**src/rtl/bipolar_pwm_pkg.sv**
```systemverilog
package bipolar_pwm_pkg;
  typedef enum logic {
    PWM_OFFSET  = 1'b0,
    PWM_SIGNMAG = 1'b1
  } pwm_mode_e;
endpackage

```
**src/rtl/pwm_period_cnt.sv**
```systemverilog
module pwm_period_cnt #(
  parameter int CNT_W = 8
) (
  input  logic             clk_i,
  input  logic             rst_ni,
  output logic [CNT_W-1:0] cnt_o,
  output logic [CNT_W-1:0] cnt_nxt_o,
  output logic             wrap_o
);
  logic [CNT_W-1:0] cnt_q;

  assign cnt_nxt_o = cnt_q + 1'b1;
  assign cnt_o     = cnt_q;
  assign wrap_o    = &cnt_q;

  always_ff @(posedge clk_i or negedge rst_ni) begin
    if (!rst_ni) cnt_q <= '0;
    else         cnt_q <= cnt_nxt_o;
  end
endmodule

```
**src/rtl/pwm_cmd_map.sv**
```systemverilog
module pwm_cmd_map
  import bipolar_pwm_pkg::*;
#(
  parameter int CNT_W = 8
) (
  input  logic [CNT_W-1:0] cmd_i,
  input  pwm_mode_e        mode_i,
  output logic [CNT_W:0]   duty_o,
  output logic             dir_o
);
  localparam logic [CNT_W:0]   FULL    = {1'b1, {CNT_W{1'b0}}};
  localparam logic [CNT_W-1:0] MAX_POS = {1'b0, {(CNT_W-1){1'b1}}};
  localparam logic [CNT_W-1:0] MIN_NEG = {1'b1, {(CNT_W-1){1'b0}}};

  logic             neg;
  logic [CNT_W-1:0] mag;
  logic [CNT_W:0]   duty_off;
  logic [CNT_W:0]   duty_sm;

  assign neg = cmd_i[CNT_W-1];
  assign mag = neg ? (~cmd_i + 1'b1) : cmd_i;

  // flipping the sign bit adds half scale
  assign duty_off = (cmd_i == MAX_POS) ? FULL
                  : {1'b0, ~cmd_i[CNT_W-1], cmd_i[CNT_W-2:0]};
  // magnitude below 2^(CNT_W-1) except for MIN_NEG, which saturates
  assign duty_sm  = (cmd_i == MIN_NEG) ? FULL : {mag, 1'b0};

  always_comb begin
    if (mode_i == PWM_SIGNMAG) begin
      duty_o = duty_sm;
      dir_o  = neg;
    end else begin
      duty_o = duty_off;
      dir_o  = 1'b0;
    end
  end
endmodule

```
**src/rtl/bipolar_pwm_out.sv**
```systemverilog
module bipolar_pwm_out
  import bipolar_pwm_pkg::*;
#(
  parameter int CNT_W = 8
) (
  input  logic             clk_i,
  input  logic             rst_ni,
  input  logic [CNT_W-1:0] cmd_i,
  input  logic             cmd_load_i,
  input  logic             dir_mode_i,
  output logic             pwm_o,
  output logic             dir_o
);
  logic [CNT_W-1:0] cnt_q;
  logic [CNT_W-1:0] cnt_nxt;
  logic             wrap;
  logic [CNT_W-1:0] pend_q;
  logic [CNT_W-1:0] pend_d;
  logic [CNT_W:0]   duty_d;
  logic             dir_d;
  logic [CNT_W:0]   cmp_q;
  logic [CNT_W:0]   cmp_d;
  logic             dir_q;
  pwm_mode_e        mode_q;
  logic             pwm_q;
  logic             pwm_d;

  pwm_period_cnt #(.CNT_W(CNT_W)) u_cnt (
    .clk_i     (clk_i),
    .rst_ni    (rst_ni),
    .cnt_o     (cnt_q),
    .cnt_nxt_o (cnt_nxt),
    .wrap_o    (wrap)
  );

  // a load in the wrap cycle bypasses the pending register
  assign pend_d = cmd_load_i ? cmd_i : pend_q;

  pwm_cmd_map #(.CNT_W(CNT_W)) u_map (
    .cmd_i  (pend_d),
    .mode_i (pwm_mode_e'(dir_mode_i)),
    .duty_o (duty_d),
    .dir_o  (dir_d)
  );

  assign cmp_d = wrap ? duty_d : cmp_q;
  assign pwm_d = ({1'b0, cnt_nxt} < cmp_d);

  always_ff @(posedge clk_i or negedge rst_ni) begin
    if (!rst_ni) begin
      pend_q <= '0;
      cmp_q  <= '0;
      dir_q  <= 1'b0;
      mode_q <= PWM_OFFSET;
      pwm_q  <= 1'b0;
    end else begin
      pend_q <= pend_d;
      pwm_q  <= pwm_d;
      if (wrap) begin
        cmp_q  <= duty_d;
        dir_q  <= dir_d;
        mode_q <= pwm_mode_e'(dir_mode_i);
      end
    end
  end

  assign pwm_o = pwm_q;
  assign dir_o = dir_q;
endmodule

```
**config.mk**
```make
export PLATFORM = sky130hd
export DESIGN_NAME = bipolar_pwm_out
export DESIGN_NICKNAME = d
export VERILOG_FILES = /design/src/rtl/bipolar_pwm_pkg.sv /design/src/rtl/pwm_period_cnt.sv /design/src/rtl/pwm_cmd_map.sv /design/src/rtl/bipolar_pwm_out.sv
export SDC_FILE = /design/constraint.sdc
export NUM_CORES = 1
export LEC_CHECK = 0
export BUFFER_PORTS_ARGS = -buffer_cell sky130_fd_sc_hd__buf_2
export CORE_ASPECT_RATIO = 2
export CORE_MARGIN = 2
export CORE_UTILIZATION = 45
export DETAILED_ROUTE_END_ITERATION = 8
export GPL_TIMING_DRIVEN = 0
export PLACE_DENSITY = 0.66
export RECOVER_POWER = 100
export SLEW_MARGIN = 5
export SYNTH_ARGS = -nofsm -noshare
export SYNTH_HDL_FRONTEND = slang
export SYNTH_SLANG_ARGS = --single-unit
```
**constraint.sdc**
```tcl
create_clock -name clk_i -period 3.1 [get_ports clk_i]
set_input_delay 0 -clock clk_i [delete_from_list [all_inputs] [get_ports clk_i]]
set_output_delay 0 -clock clk_i [all_outputs]
set_load 0.1 [all_outputs]
```
==> results.toml <==
[setup_path]
required_ps = 3310
critPathMaxStageDelay_ps = 430
cpMaxStageDelayCell = "dfrtp_1"
crit_arrival_ps = 3190
cp_max_fo = 5
r2r-start = "pend_q[1]"
worst_setup_path_end_kind = "flip-flop"
crit_chain = "mux2i_4 -> inv_1 -> ha_2 -> nand4_1 -> o21ai_1 -> o21bai_4 -> o22ai_2 -> mux2i_2 -> ha_1 -> a21o_1 -> a21oi_1 -> nor2_1 -> a2111oi_2 -> a31o_1"
worstReg2RegEnd = "pwm_o"
crit_type = "flip-flop to flip-flop"
reg2reg_depth = 14
start_kind = "flip-flop"
r2r_slack_ps = 120

[power_and_ir_drop]
power_density_nw_per_um2 = 367
p_total_mw = 0.708
irDropWorstVdd_mv = 0.328
leakage_nw = 0.832

[hold_path]
hold_depth = 3
min_path_type = "primary input to flip-flop"
hold_end = "pend_q[0]"
worstHoldStart = "cmd_i[0]"

[cts]
cts_max_path_buffers = 2
clock-sinks = 27
numCtsBuffers = 3
h-tree-depth = 1
root_buffer = "clkbuf_8"
clk-insertion-delay-late_ps = 270
cts_tree = "done"
clkTransAtPathRegs_ps = 80

[finish]
nFillCells = 332
num-nets-final = 199
antennaDiodeCount = 0
syn_to_final_growth_pct = 15.0
regArea_sq_um = 676
multi_input_area_sq_um = 986
final_area_sq_um = 1930
drive_above_1_share_pct = 26.7

[synth]
synth_most_common_cell = "dfrtp_1"
synth-compound-area-share_pct = 15.8
synth_top_family_by_area = "simple AND/OR/NAND/NOR gates"
synth-edff-count = 0
netlist_instances = 155
synth_common_cells = "27 x dfrtp_1, 12 x nand2_1, 10 x ha_1, 10 x inv_1, 10 x mux2i_1"
syn_area_sq_um = 1680
synth-async-reset-ratio_pct = 100
ys.flop_type = "dfrtp_1"
avgSynthCellArea_sq_um = 10.8
yosysTopAreaCell = "dfrtp_1"
synth_mux_area_share_pct = 10.3
synth_xor_area_share_pct = 5.22
netlist_top_cells_area = "dfrtp_1 40%, ha_1 7.5%, mux2i_1 6.0%"
synth_fa_ha_area_share_pct = 7.45
ys_seq_elements = 27
ys_types = 48
yosysTopAreaCellShare_pct = 40.2
synth-seq-area-share_pct = 40.2
syn_nets = 177
yosys_warnings = 0
synthSimpleGateAreaFrac_pct = 16.7

[drt]
met2_length_microns = 2270
drt_pass1_iterations = 4
wl_met3_microns = 73
avgViaCountPerCell = 5.72
final_antenna_net_count = 0
drc = 0
highest_layer = "met4"
finalWirelength_microns = 3860
wl_per_cell_microns = 17.2
vias = 1286
drtIter0Drc = 43
m1WireLength_microns = 1370

[global_route]
grt_max_degree = 28
grtUsageTotal_pct = 19.8
grt_pass1_vias = 1387
overflow = 0
grt_antenna_before_repair = 0
grt_pass1_wl_microns = 6150

[floorplanning]
die_y_microns = 90.4
pin_count = 14
die_w_microns = 47.2
rows = 31
dieArea_sq_um = 4270
core_sq_um = 3610
start_util_pct = 46.5

[sta]
fin_crit_ps = 2980
finalSetupViolCount = 0
slew_viol_final = 0
hold_violations = 0
period_share_pct = 96.2
relSlewSlack_pct = 3.39
worstMarginPinSlew_ps = 1450
finClkSkew_ps = 6.25
max_freq_mhz = 335

[placement]
dpl_cell_area_sq_um = 1810
io_buffers = 13
hpwl_microns = 3080
gp_congestion = 0.849

[run_status]
outcome = "finished, final reports clean"

[job]
max-cap-violations = 0
==> cell type report <==
type                       count  area share, %
timing repair buffer          16           4.60
inverter                      12           2.33
clock buffer                   3           2.14
tap                           49           3.18
sequential                    27           35.0
buffer                         3           1.43
multi-input combinational    114           51.1
clock inverter                 1          0.259
==> state kept, by name, summed over array words and instances (netlist names) <==
name and flops:
pend_q 8, dir_o 1, u_cnt.cnt_o 8, pwm_o 1, cmp_q 9
==> worst max-delay path, delay by kind of cell, from the launching register on <==
kind	cells	cell delay [ps]
buffers and inverters	1	120
AOI/OAI and AO/OA	7	1380
and+or+nand+nor	2	150
muxes	2	310
DFF	1	430
adders and majority gates	2	530
==> worst max path at each step <==
| stage | start | to | slack (ps) | cells after the start |
|---|---|---|---|---|
| after floorplan | pend_q[0] | pwm_o | 370 | 14 |
| after global placement | cmd_load_i | pwm_o | -390 | 17 |
| after detailed placement | cmd_load_i | pwm_o | -450 | 17 |
| after CTS | pend_q[1] | pwm_o | 30 | 14 |
| after global routing | pend_q[1] | pwm_o | -7 | 14 |
| final | pend_q[1] | pwm_o | 120 | 14 |
==> power breakdown <==
part,switching (mW),total [mW],internal [mW]
clock,0.105,0.195,0.0900
sequential,0.0153,0.379,0.364
combinational,0.0778,0.134,0.0563
==> repair_timing <==
item,CTS,global route
cloned,0,1
setup buffers,2,0
endpoints found under the hold margin,27,0
resized for setup,7,3
hold buffers,1,0
endpoints found under the setup margin,1,1
==> per-layer routing <==
metal	GRT usage [%]	vias to the layer above
li1	-	624
met4	9.26	0
met5	0	-
met1	19.5	625
met2	36.9	24
met3	2.00	13
==> layout by cell type (no fill, tap or decap), types with 2 or more instances in the layout <==
| master | netlist | routed |
|---|---|---|
| o311ai_0 | 2 | 2 |
| a21oi_1 | 4 | 4 |
| buf_2 | 1 | 13 |
| dfrtp_1 | 27 | 27 |
| nand3_1 | 4 | 4 |
| ha_1 | 10 | 9 |
| xnor2_1 | 9 | 9 |
| nor4b_2 | 2 | 2 |
| nand4_1 | 4 | 4 |
| a21o_1 | 2 | 2 |
| mux2i_2 | 2 | 3 |
| inv_2 | 2 | 2 |
| mux2i_1 | 10 | 7 |
| nor2_1 | 8 | 8 |
| nand2_1 | 12 | 12 |
| o31ai_1 | 4 | 4 |
| nor3_1 | 4 | 4 |
| inv_1 | 10 | 10 |
| o21ai_1 | 1 | 2 |
| buf_4 | 0 | 2 |
| mux2i_4 | 0 | 2 |
| clkbuf_8 | 0 | 3 |
| mux2_2 | 4 | 4 |
| o22ai_1 | 4 | 3 |
| buf_6 | 2 | 2 |
==> cells by family after synthesis <==
| family | count (synthesis) |
|---|---|
| flops | 27 |
| fa+ha+maj | 10 |
| compound gates | 33 |
| simple gates | 44 |
| buf+inv | 15 |
| mux | 16 |
| xor+xnor | 10 |
==> through the flow <==
stage	util, %	TNS [ps]	hold WS, ps	setup slack (ps)	cells
after floorplan	-	0	-296	365	155
after global placement	50.1	-392	39.7	-392	217
after detailed placement	50.1	-448	46.2	-448	217
after CTS	53.1	0	30.1	32.5	224
after global routing	53.5	-6.65	67.3	-6.65	225
final	53.5	0	31.1	119	225
(Power assumes the default switching activity.)
